[src/rtl/spi_route_pkg.sv]
package spi_route_pkg;
  localparam int          AFF_W    = 24;
  localparam int          IDX_W    = 8;
  localparam logic [7:0]  NO_CORE  = 8'hFF;
  localparam int          WIN_BASE = 'h100;
endpackage

[src/rtl/spi_route_match.sv]
// Parallel affinity comparator array with lowest-index priority.
module spi_route_match
  import spi_route_pkg::*;
#(
  parameter int NUM_CORES = 8
) (
  input  logic [NUM_CORES*AFF_W-1:0] core_aff,
  input  logic [AFF_W-1:0]           aff,
  output logic                       hit,
  output logic [IDX_W-1:0]           idx,
  output logic [NUM_CORES-1:0]       onehot
);
  logic [NUM_CORES-1:0] eq;

  for (genvar c = 0; c < NUM_CORES; c++) begin : g_cmp
    assign eq[c] = (core_aff[c*AFF_W +: AFF_W] == aff);
  end

  always_comb begin
    hit    = 1'b0;
    idx    = NO_CORE;
    onehot = '0;
    for (int c = NUM_CORES - 1; c >= 0; c--) begin
      if (eq[c]) begin
        hit       = 1'b1;
        idx       = IDX_W'(c);
        onehot    = '0;
        onehot[c] = 1'b1;
      end
    end
  end
endmodule

[src/rtl/spi_route_decode.sv]
// Routing window address decode.
module spi_route_decode
  import spi_route_pkg::*;
#(
  parameter int ADDR_W  = 14,
  parameter int NUM_SPI = 32,
  parameter int SPI_W   = 5
) (
  input  logic [ADDR_W-1:0] addr,
  output logic              in_win,
  output logic              hi_half,
  output logic [SPI_W-1:0]  spi
);
  localparam int WIN_END = WIN_BASE + 8 * NUM_SPI;

  logic [31:0]       a32;
  logic [ADDR_W-1:0] rel;

  assign a32     = 32'(addr);
  assign in_win  = (a32 >= 32'(WIN_BASE)) && (a32 < 32'(WIN_END));
  assign hi_half = addr[2];
  assign rel     = addr - ADDR_W'(WIN_BASE);
  assign spi     = rel[SPI_W+2:3];
endmodule

[src/rtl/spi_route_table.sv]
// Per-interrupt affinity routing registers with target index and bitmap outputs.
module spi_route_table
  import spi_route_pkg::*;
#(
  parameter int NUM_CORES = 8,
  parameter int NUM_SPI   = 32,
  parameter int ADDR_W    = 14
) (
  input  logic                         clk,
  input  logic                         rst,
  input  logic [NUM_CORES*AFF_W-1:0]   core_aff,
  input  logic                         bus_req,
  input  logic                         bus_we,
  input  logic [ADDR_W-1:0]            bus_addr,
  input  logic [31:0]                  bus_wdata,
  output logic [31:0]                  bus_rdata,
  output logic                         bus_rvalid,
  output logic [NUM_SPI*IDX_W-1:0]     tgt_idx,
  output logic [NUM_SPI-1:0]           tgt_vld,
  output logic [NUM_CORES*NUM_SPI-1:0] tgt_map
);
  localparam int SPI_W = (NUM_SPI > 1) ? $clog2(NUM_SPI) : 1;

  initial begin
    if (NUM_CORES > 255) $error("core index field holds at most 255 cores");
    if (ADDR_W < SPI_W + 3 || (1 << ADDR_W) < WIN_BASE + 8 * NUM_SPI)
      $error("ADDR_W too small for routing window");
  end

  logic [AFF_W-1:0]     aff_q [NUM_SPI];
  logic [IDX_W-1:0]     idx_q [NUM_SPI];
  logic [NUM_CORES-1:0] map_q [NUM_SPI];

  logic                 in_win, hi_half;
  logic [SPI_W-1:0]     spi;
  logic                 m_hit;
  logic [IDX_W-1:0]     m_idx;
  logic [NUM_CORES-1:0] m_onehot;
  logic                 wr_hit, rd_req;

  spi_route_decode #(.ADDR_W(ADDR_W), .NUM_SPI(NUM_SPI), .SPI_W(SPI_W)) u_dec (
    .addr(bus_addr), .in_win(in_win), .hi_half(hi_half), .spi(spi)
  );

  spi_route_match #(.NUM_CORES(NUM_CORES)) u_match (
    .core_aff(core_aff), .aff(bus_wdata[AFF_W-1:0]),
    .hit(m_hit), .idx(m_idx), .onehot(m_onehot)
  );

  assign wr_hit = bus_req && bus_we && in_win && !hi_half;
  assign rd_req = bus_req && !bus_we;

  // The stored affinity always matches the core whose bit is set, so
  // replacing the row clears the old core and sets the new one at once.
  always_ff @(posedge clk) begin
    if (rst) begin
      bus_rvalid <= 1'b0;
      bus_rdata  <= '0;
      for (int s = 0; s < NUM_SPI; s++) begin
        aff_q[s] <= core_aff[AFF_W-1:0];
        idx_q[s] <= '0;
        map_q[s] <= NUM_CORES'(1);
      end
    end else begin
      bus_rvalid <= rd_req;
      if (rd_req)
        bus_rdata <= (in_win && !hi_half) ? {8'h00, aff_q[spi]} : 32'h0;
      if (wr_hit) begin
        aff_q[spi] <= bus_wdata[AFF_W-1:0];
        idx_q[spi] <= m_hit ? m_idx : NO_CORE;
        map_q[spi] <= m_onehot;
      end
    end
  end

  for (genvar s = 0; s < NUM_SPI; s++) begin : g_out
    assign tgt_idx[s*IDX_W +: IDX_W] = idx_q[s];
    assign tgt_vld[s]                = (idx_q[s] != NO_CORE);
    for (genvar c = 0; c < NUM_CORES; c++) begin : g_bit
      assign tgt_map[c*NUM_SPI + s] = map_q[s][c];
    end

    // never two targets for one interrupt
    assert_onehot_R8: assert property (@(posedge clk) disable iff (rst)
      $onehot0(map_q[s]));
    // valid flag agrees with the bitmap
    assert_vld_map_R6: assert property (@(posedge clk) disable iff (rst)
      tgt_vld[s] == (|map_q[s]));
  end

  // read data only answers a read request of the previous cycle
  assert_rvalid_R2: assert property (@(posedge clk) disable iff (rst)
    bus_rvalid |-> $past(bus_req && !bus_we));
  // upper half reads zero
  assert_hi_raz_R3: assert property (@(posedge clk) disable iff (rst)
    (bus_rvalid && $past(bus_addr[2])) |-> (bus_rdata == 32'h0));
  // ignored writes leave every routing output unchanged
  assert_ignored_R4: assert property (@(posedge clk) disable iff (rst)
    (bus_req && bus_we && !(in_win && !hi_half)) |=>
      ($stable(tgt_idx) && $stable(tgt_map)));
  // top byte of read data is never stored
  assert_topbyte_R7: assert property (@(posedge clk) disable iff (rst)
    bus_rvalid |-> (bus_rdata[31:24] == 8'h00));
endmodule

[config.mk]
export PLATFORM = sky130hd
export DESIGN_NAME = spi_route_table
export DESIGN_NICKNAME = d
export VERILOG_FILES = /design/src/rtl/spi_route_pkg.sv /design/src/rtl/spi_route_match.sv /design/src/rtl/spi_route_decode.sv /design/src/rtl/spi_route_table.sv
export SDC_FILE = /design/constraint.sdc
export NUM_CORES = 2
export LEC_CHECK = 0
export CORE_ASPECT_RATIO = 0.5
export CORE_MARGIN = 3
export CORE_UTILIZATION = 50
export DETAILED_ROUTE_END_ITERATION = 12
export PLACE_DENSITY_LB_ADDON = 0.15
export SLEW_MARGIN = 10
export SYNTH_ARGS = -nofsm -noshare
export SYNTH_HDL_FRONTEND = slang
export SYNTH_HIERARCHICAL = 1
export SYNTH_SLANG_ARGS = --single-unit
[constraint.sdc]
create_clock -name clk -period 5.6 [get_ports clk]
set_clock_uncertainty 0.1 [all_clocks]
set_input_delay 1.4 -clock clk [delete_from_list [all_inputs] [get_ports clk]]
set_output_delay 1.4 -clock clk [all_outputs]
set_load 0.02 [all_outputs]
After elaboration in Yosys (flattened, before gate mapping)

Memory sizes are Yosys's and may differ from the RTL's.
Cells that the tools add are included.

$add $sub $neg: 1
Multipliers: 0
Divide/modulo/power cells: 0
Order comparisons: 2
Equal/unequal tests: 40
Shifts and indexed selects: 0
Muxes and demuxes: 40
Bitwise operators: 0
Reduce and logical (&&, ||, !) cells: 11

Operator list:

| kind                 | number |
|---|---|
| $ne 8x8->1 const B   | 32 |
| $eq 24x24->1         | 8 |
| $mux 8               | 19 |
| $mux 24              | 2 |
| $reduce_or 24->1     | 1 |
| $mux 1               | 16 |
| $reduce_or 8->1      | 2 |
| $mux 5               | 3 |
| $ge 14x9->1 const B  | 1 |
| $lt 14x10->1 const B | 1 |
| $sub 8x1->8 const B  | 1 |
| $logic_and 1x1->1    | 6 |
| $logic_not 1->1      | 2 |

Register bits after elaboration: 33
Latch bits: 0
Bits in writable memories: 1280
ROM bits: 0
Output and inout bits: 577
Memories: 3

Memory list:

| memory | depth | width | read ports | clocked after Yosys merged registers in | wr ports | RTL line              | source |
|---|---|---|---|---|---|---|---|
| aff_q  | 32    | 24    | 1          | 0                                       | 32       | spi_route_table.sv:30 | `logic [AFF_W-1:0] aff_q [NUM_SPI];` |
| idx_q  | 32    | 8     | 32         | 0                                       | 32       | spi_route_table.sv:31 | `logic [IDX_W-1:0] idx_q [NUM_SPI];` |
| map_q  | 32    | 8     | 32         | 0                                       | 32       | spi_route_table.sv:32 | `logic [NUM_CORES-1:0] map_q [NUM_SPI];` |

Logic depth before layout (Yosys ltp)

Word-level depth: 11
Gate-level depth with buffers: 13
Mapped depth without buffers: 8

By module

The synthesis kept the hierarchy.

Modules (own cells, without submodules):

| module           | instances | cells an instance | area an instance (µm²) |
|---|---|---|---|
| spi_route_table  | 1         | 3941              | 59126.7 |
| spi_route_match  | 1         | 307               | 2503.7 |
| spi_route_decode | 1         | 8                 | 65.1 |

Least setup slack after synthesis

No wires, ideal clock.

Path kind: input-to-reg
Start point: in bus_addr[11]
End point: mem aff_q[1][0] (enable)
Data arrival time: 4.017 ns
Data required time: 5.096 ns
Setup slack: 1.080 ns
Stages on the path: 9
Cell sequence: or4b_1 nor3_2 nor2b_1 nand3_1 nor3_2 buf_2 nand2_1 buf_2 nand2b_1

RTL lines:

| element     | RTL line              | source |
|---|---|---|
| from (decl) | spi_route_table.sv:14 | `input logic [ADDR_W-1:0] bus_addr,` |
| to (decl)   | spi_route_table.sv:30 |  |

==> results_dict.tcl <==
set metrics [dict create \
    path_cells "clkdlybuf4s50_1 > or4b_1 > nor3_2 > nor2b_1 > buf_4 > nand4_1 > nor2_4 > nand2_2 > nand2b_2 > buf_12" \
    drive_gt1_share_pct 25.7 \
    overflow 0 \
    hold_path.class "register to register" \
    whs_ns 0.384 \
    die_h_microns 254 \
    fin_crit_sh_pct 84.6 \
    drt_wl_total_microns 243000 \
    status "complete, no violations" \
    syn-mean-instance-area_sq_um 14.5 \
    vias 42900 \
    fmax_mhz 211 \
    rows 90 \
    maxCapViolCount 0 \
    hold_viol_final 0 \
    slew_violations 0 \
    utilization_pct 62.9 \
    drc 0 \
    hold_buffers 0 \
    cts_buffers 114 \
    seq_area_frac_synth_pct 63.1 \
    final_area_sq_um 76400 \
    worst_pin_slew_ns 1.18 \
    dpl-instance-area_sq_um 72600 \
    dp_slack_ns 0.202 \
    grt_pass1_wl_microns 330000 \
    ios 819 \
    path_max_fanout 24 \
    synth_warnings 6 \
    drt_iter0_drc 6066 \
    tns_ns 0 \
    synth_area_sq_um 61700 \
    seq_area_sq_um 38900 \
    gp_congestion 0.990 \
    wire_per_inst_microns 36.5 \
    power_density_nw_per_um2 295 \
    grt_max_degree 77 \
    clk_latency_ns 0.76 \
    clock-sinks 1305 \
    yosys_register_bits 1305 \
    ctsResizeCount 0 \
    path_clk_slew_ns 0.06 \
    synthToLayoutAreaGrowth_pct 23.8 \
    cts_buffer_depth 3 \
    antenna_found_initial 7 \
    n_fill_cell 9097 \
    post_cts_buffers 0 \
    finalNetCount 5189 \
    async_reset_ff_share_pct 0 \
    dieArea_sq_um 128000 \
    cpMaxStageDelayCell "or4b_1" \
    peakVddDrop_mv 0.274 \
    die_w_microns 503 \
    slew_headroom_pct 21.1 \
    hold-path-cell-count 1 \
    multiInputGateArea_sq_um 20800 \
    syn_inst 4256 \
    worstPathRequired_ns 5.91 \
    cts_max_level 3 \
    cp_slowest_stage_delay_ns 0.53 \
    track_usage_pct 37.2 \
    cts-root-buf "clkbuf_16" \
    synthDistinctLibCells 46 \
    synth-edff-count 1280 \
    drtPass1Iterations 6 \
    rsz0062_at_grt "false" \
    grt_pass1_vias 41300 \
    startpoint_type "primary input" \
    cts_tree "yes" \
    cellLeakagePower_uw 0.0283 \
    cp-end-kind "register" \
    start_util_pct 50.8 \
    min_period_ns 4.74 \
    synthFlopType "edfxtp_1" \
    port-buffer-count 800 \
    setup_viol 0 \
    arrival_ns 5.05 \
    avgViaCountPerCell 6.44 \
    dp_hpwl_microns 159000 \
    critical_path_class "primary input to register" \
    core_sq_um 122000 \
    setup_slack_ns 0.861 \
    antenna_left 0 \
    r2r_cells 5 \
]
[registers in the layout, indices dropped and copies added (netlist names)]
signal,flops
bus_rdata,24
aff_q,768
map_q,256
idx_q,256
bus_rvalid,1
[cell usage in the layout, fill, tap and decap left out, types with 8 or more instances in the layout]
cell and count:
nor2_1 263, and3_1 199, buf_12 72, clkbuf_16 115, nand3_1 8, conb_1 8
xnor2_1 112, edfxtp_1 1280, and2_1 31, mux2_2 713, nor4_1 73, buf_4 191
clkinv_2 19, a22o_1 24, buf_2 18, nand2b_4 10, nand4_1 95, clkinv_1 27
dfxtp_1 25, bufinv_16 14, nand2_2 28, o22ai_1 192, clkdlybuf4s50_1 780, nand2_1 32
xor2_1 80, or2_2 37, clkbuf_1 26, nand2b_2 22, or3_1 31, mux2i_1 384
mux2_1 55
[kinds of logic after synthesis]
group                     Yosys count  share of synthesized area [%]
xor gates and xnor gates          192                           2.73
other                               1                        0.00608
muxes                            1152                           20.2
and+or+nand+nor                   889                           7.88
AOI/OAI and AO/OA                 220                           2.33
DFF                              1305                           63.1
buffers and inverters             497                           3.70
[path summary, 6_finish.rpt]
kind | slack [ns] | from | endpoint
hold / removal | 0.38 | bus_rdata[8] | bus_rdata[8]
hold reg to reg | 0.38 | bus_rdata[8] | bus_rdata[8]
setup reg to reg | 3.52 | aff_q[5][14] | bus_rdata[14]
setup / recovery | 0.86 | bus_addr[11] | aff_q[14][2]
[synthesized netlist by cell type (2+ instances only)]
library cell	count	share of area, %
buf_4	35	0.43
or2_2	37	0.38
o22ai_1	192	1.9
nor3_1	4	0.032
nor2b_1	15	0.15
mux2_1	55	1.0
nand4bb_1	6	0.11
buf_1	5	0.030
xor2_1	80	1.1
nand2b_1	35	0.35
clkbuf_1	308	1.9
xnor2_1	112	1.6
and3_1	199	2.0
nand2_2	12	0.12
nand4_1	95	0.96
or3_1	31	0.31
dfxtp_1	25	0.81
mux2i_1	384	6.2
edfxtp_1	1280	62
nor2_1	267	1.6
nor3_2	5	0.081
inv_1	2	0.012
or4b_1	2	0.032
nor4_1	75	0.76
or4b_2	3	0.049
mux2_2	713	13
buf_6	16	0.29
nand2_1	48	0.29
and2_1	31	0.31
nand3_1	12	0.097
a22o_1	24	0.34
nand4b_1	4	0.057
buf_2	131	1.1
[layout make-up]
| class | count | share of cell area (%) |
|---|---|---|
| clock inverters | 75 | 1.06 |
| flip-flops and latches | 1305 | 51.0 |
| diodes | 5 | 0.0164 |
| multi-input cells | 2461 | 27.3 |
| repair buffers | 1063 | 14.1 |
| clock buffers | 141 | 3.89 |
| well taps | 1610 | 2.64 |
| inverters | 2 | 0.00983 |
[power breakdown]
group	internal (uW)	switching, uW	leakage, uW
logic	1080	1590	0.0139
clock network	4450	3790	0.00182
registers	11400	221	0.0126
[stage by stage]
stage / total power [uW] / std cells
after floorplan: 13100 / 4263
after global placement: 14400 / 6441
after detailed placement: 14400 / 6441
after CTS: 22500 / 6657
after global routing: 23100 / 6658
final: 22500 / 6662
[critical path, delay by kind of cell]
kind	cells	cell delay (ns)
buffers and inverters	3	0.92
and+or+nand+nor	7	2.67
[routing by layer]
metal / vias up / part of all wire, % / track usage [%] / wire length, microns
met1: 22200 / 40 / 52.6 / 97800
met5: - / 0.0053 / 0 / 13
li1: 17400 / - / - / -
met2: 2744 / 44 / 55.3 / 106000
met3: 449 / 12 / 10.7 / 29700
met4: 2 / 3.9 / 12.7 / 9600
Note: power is estimated with default switching activity, not from simulation.
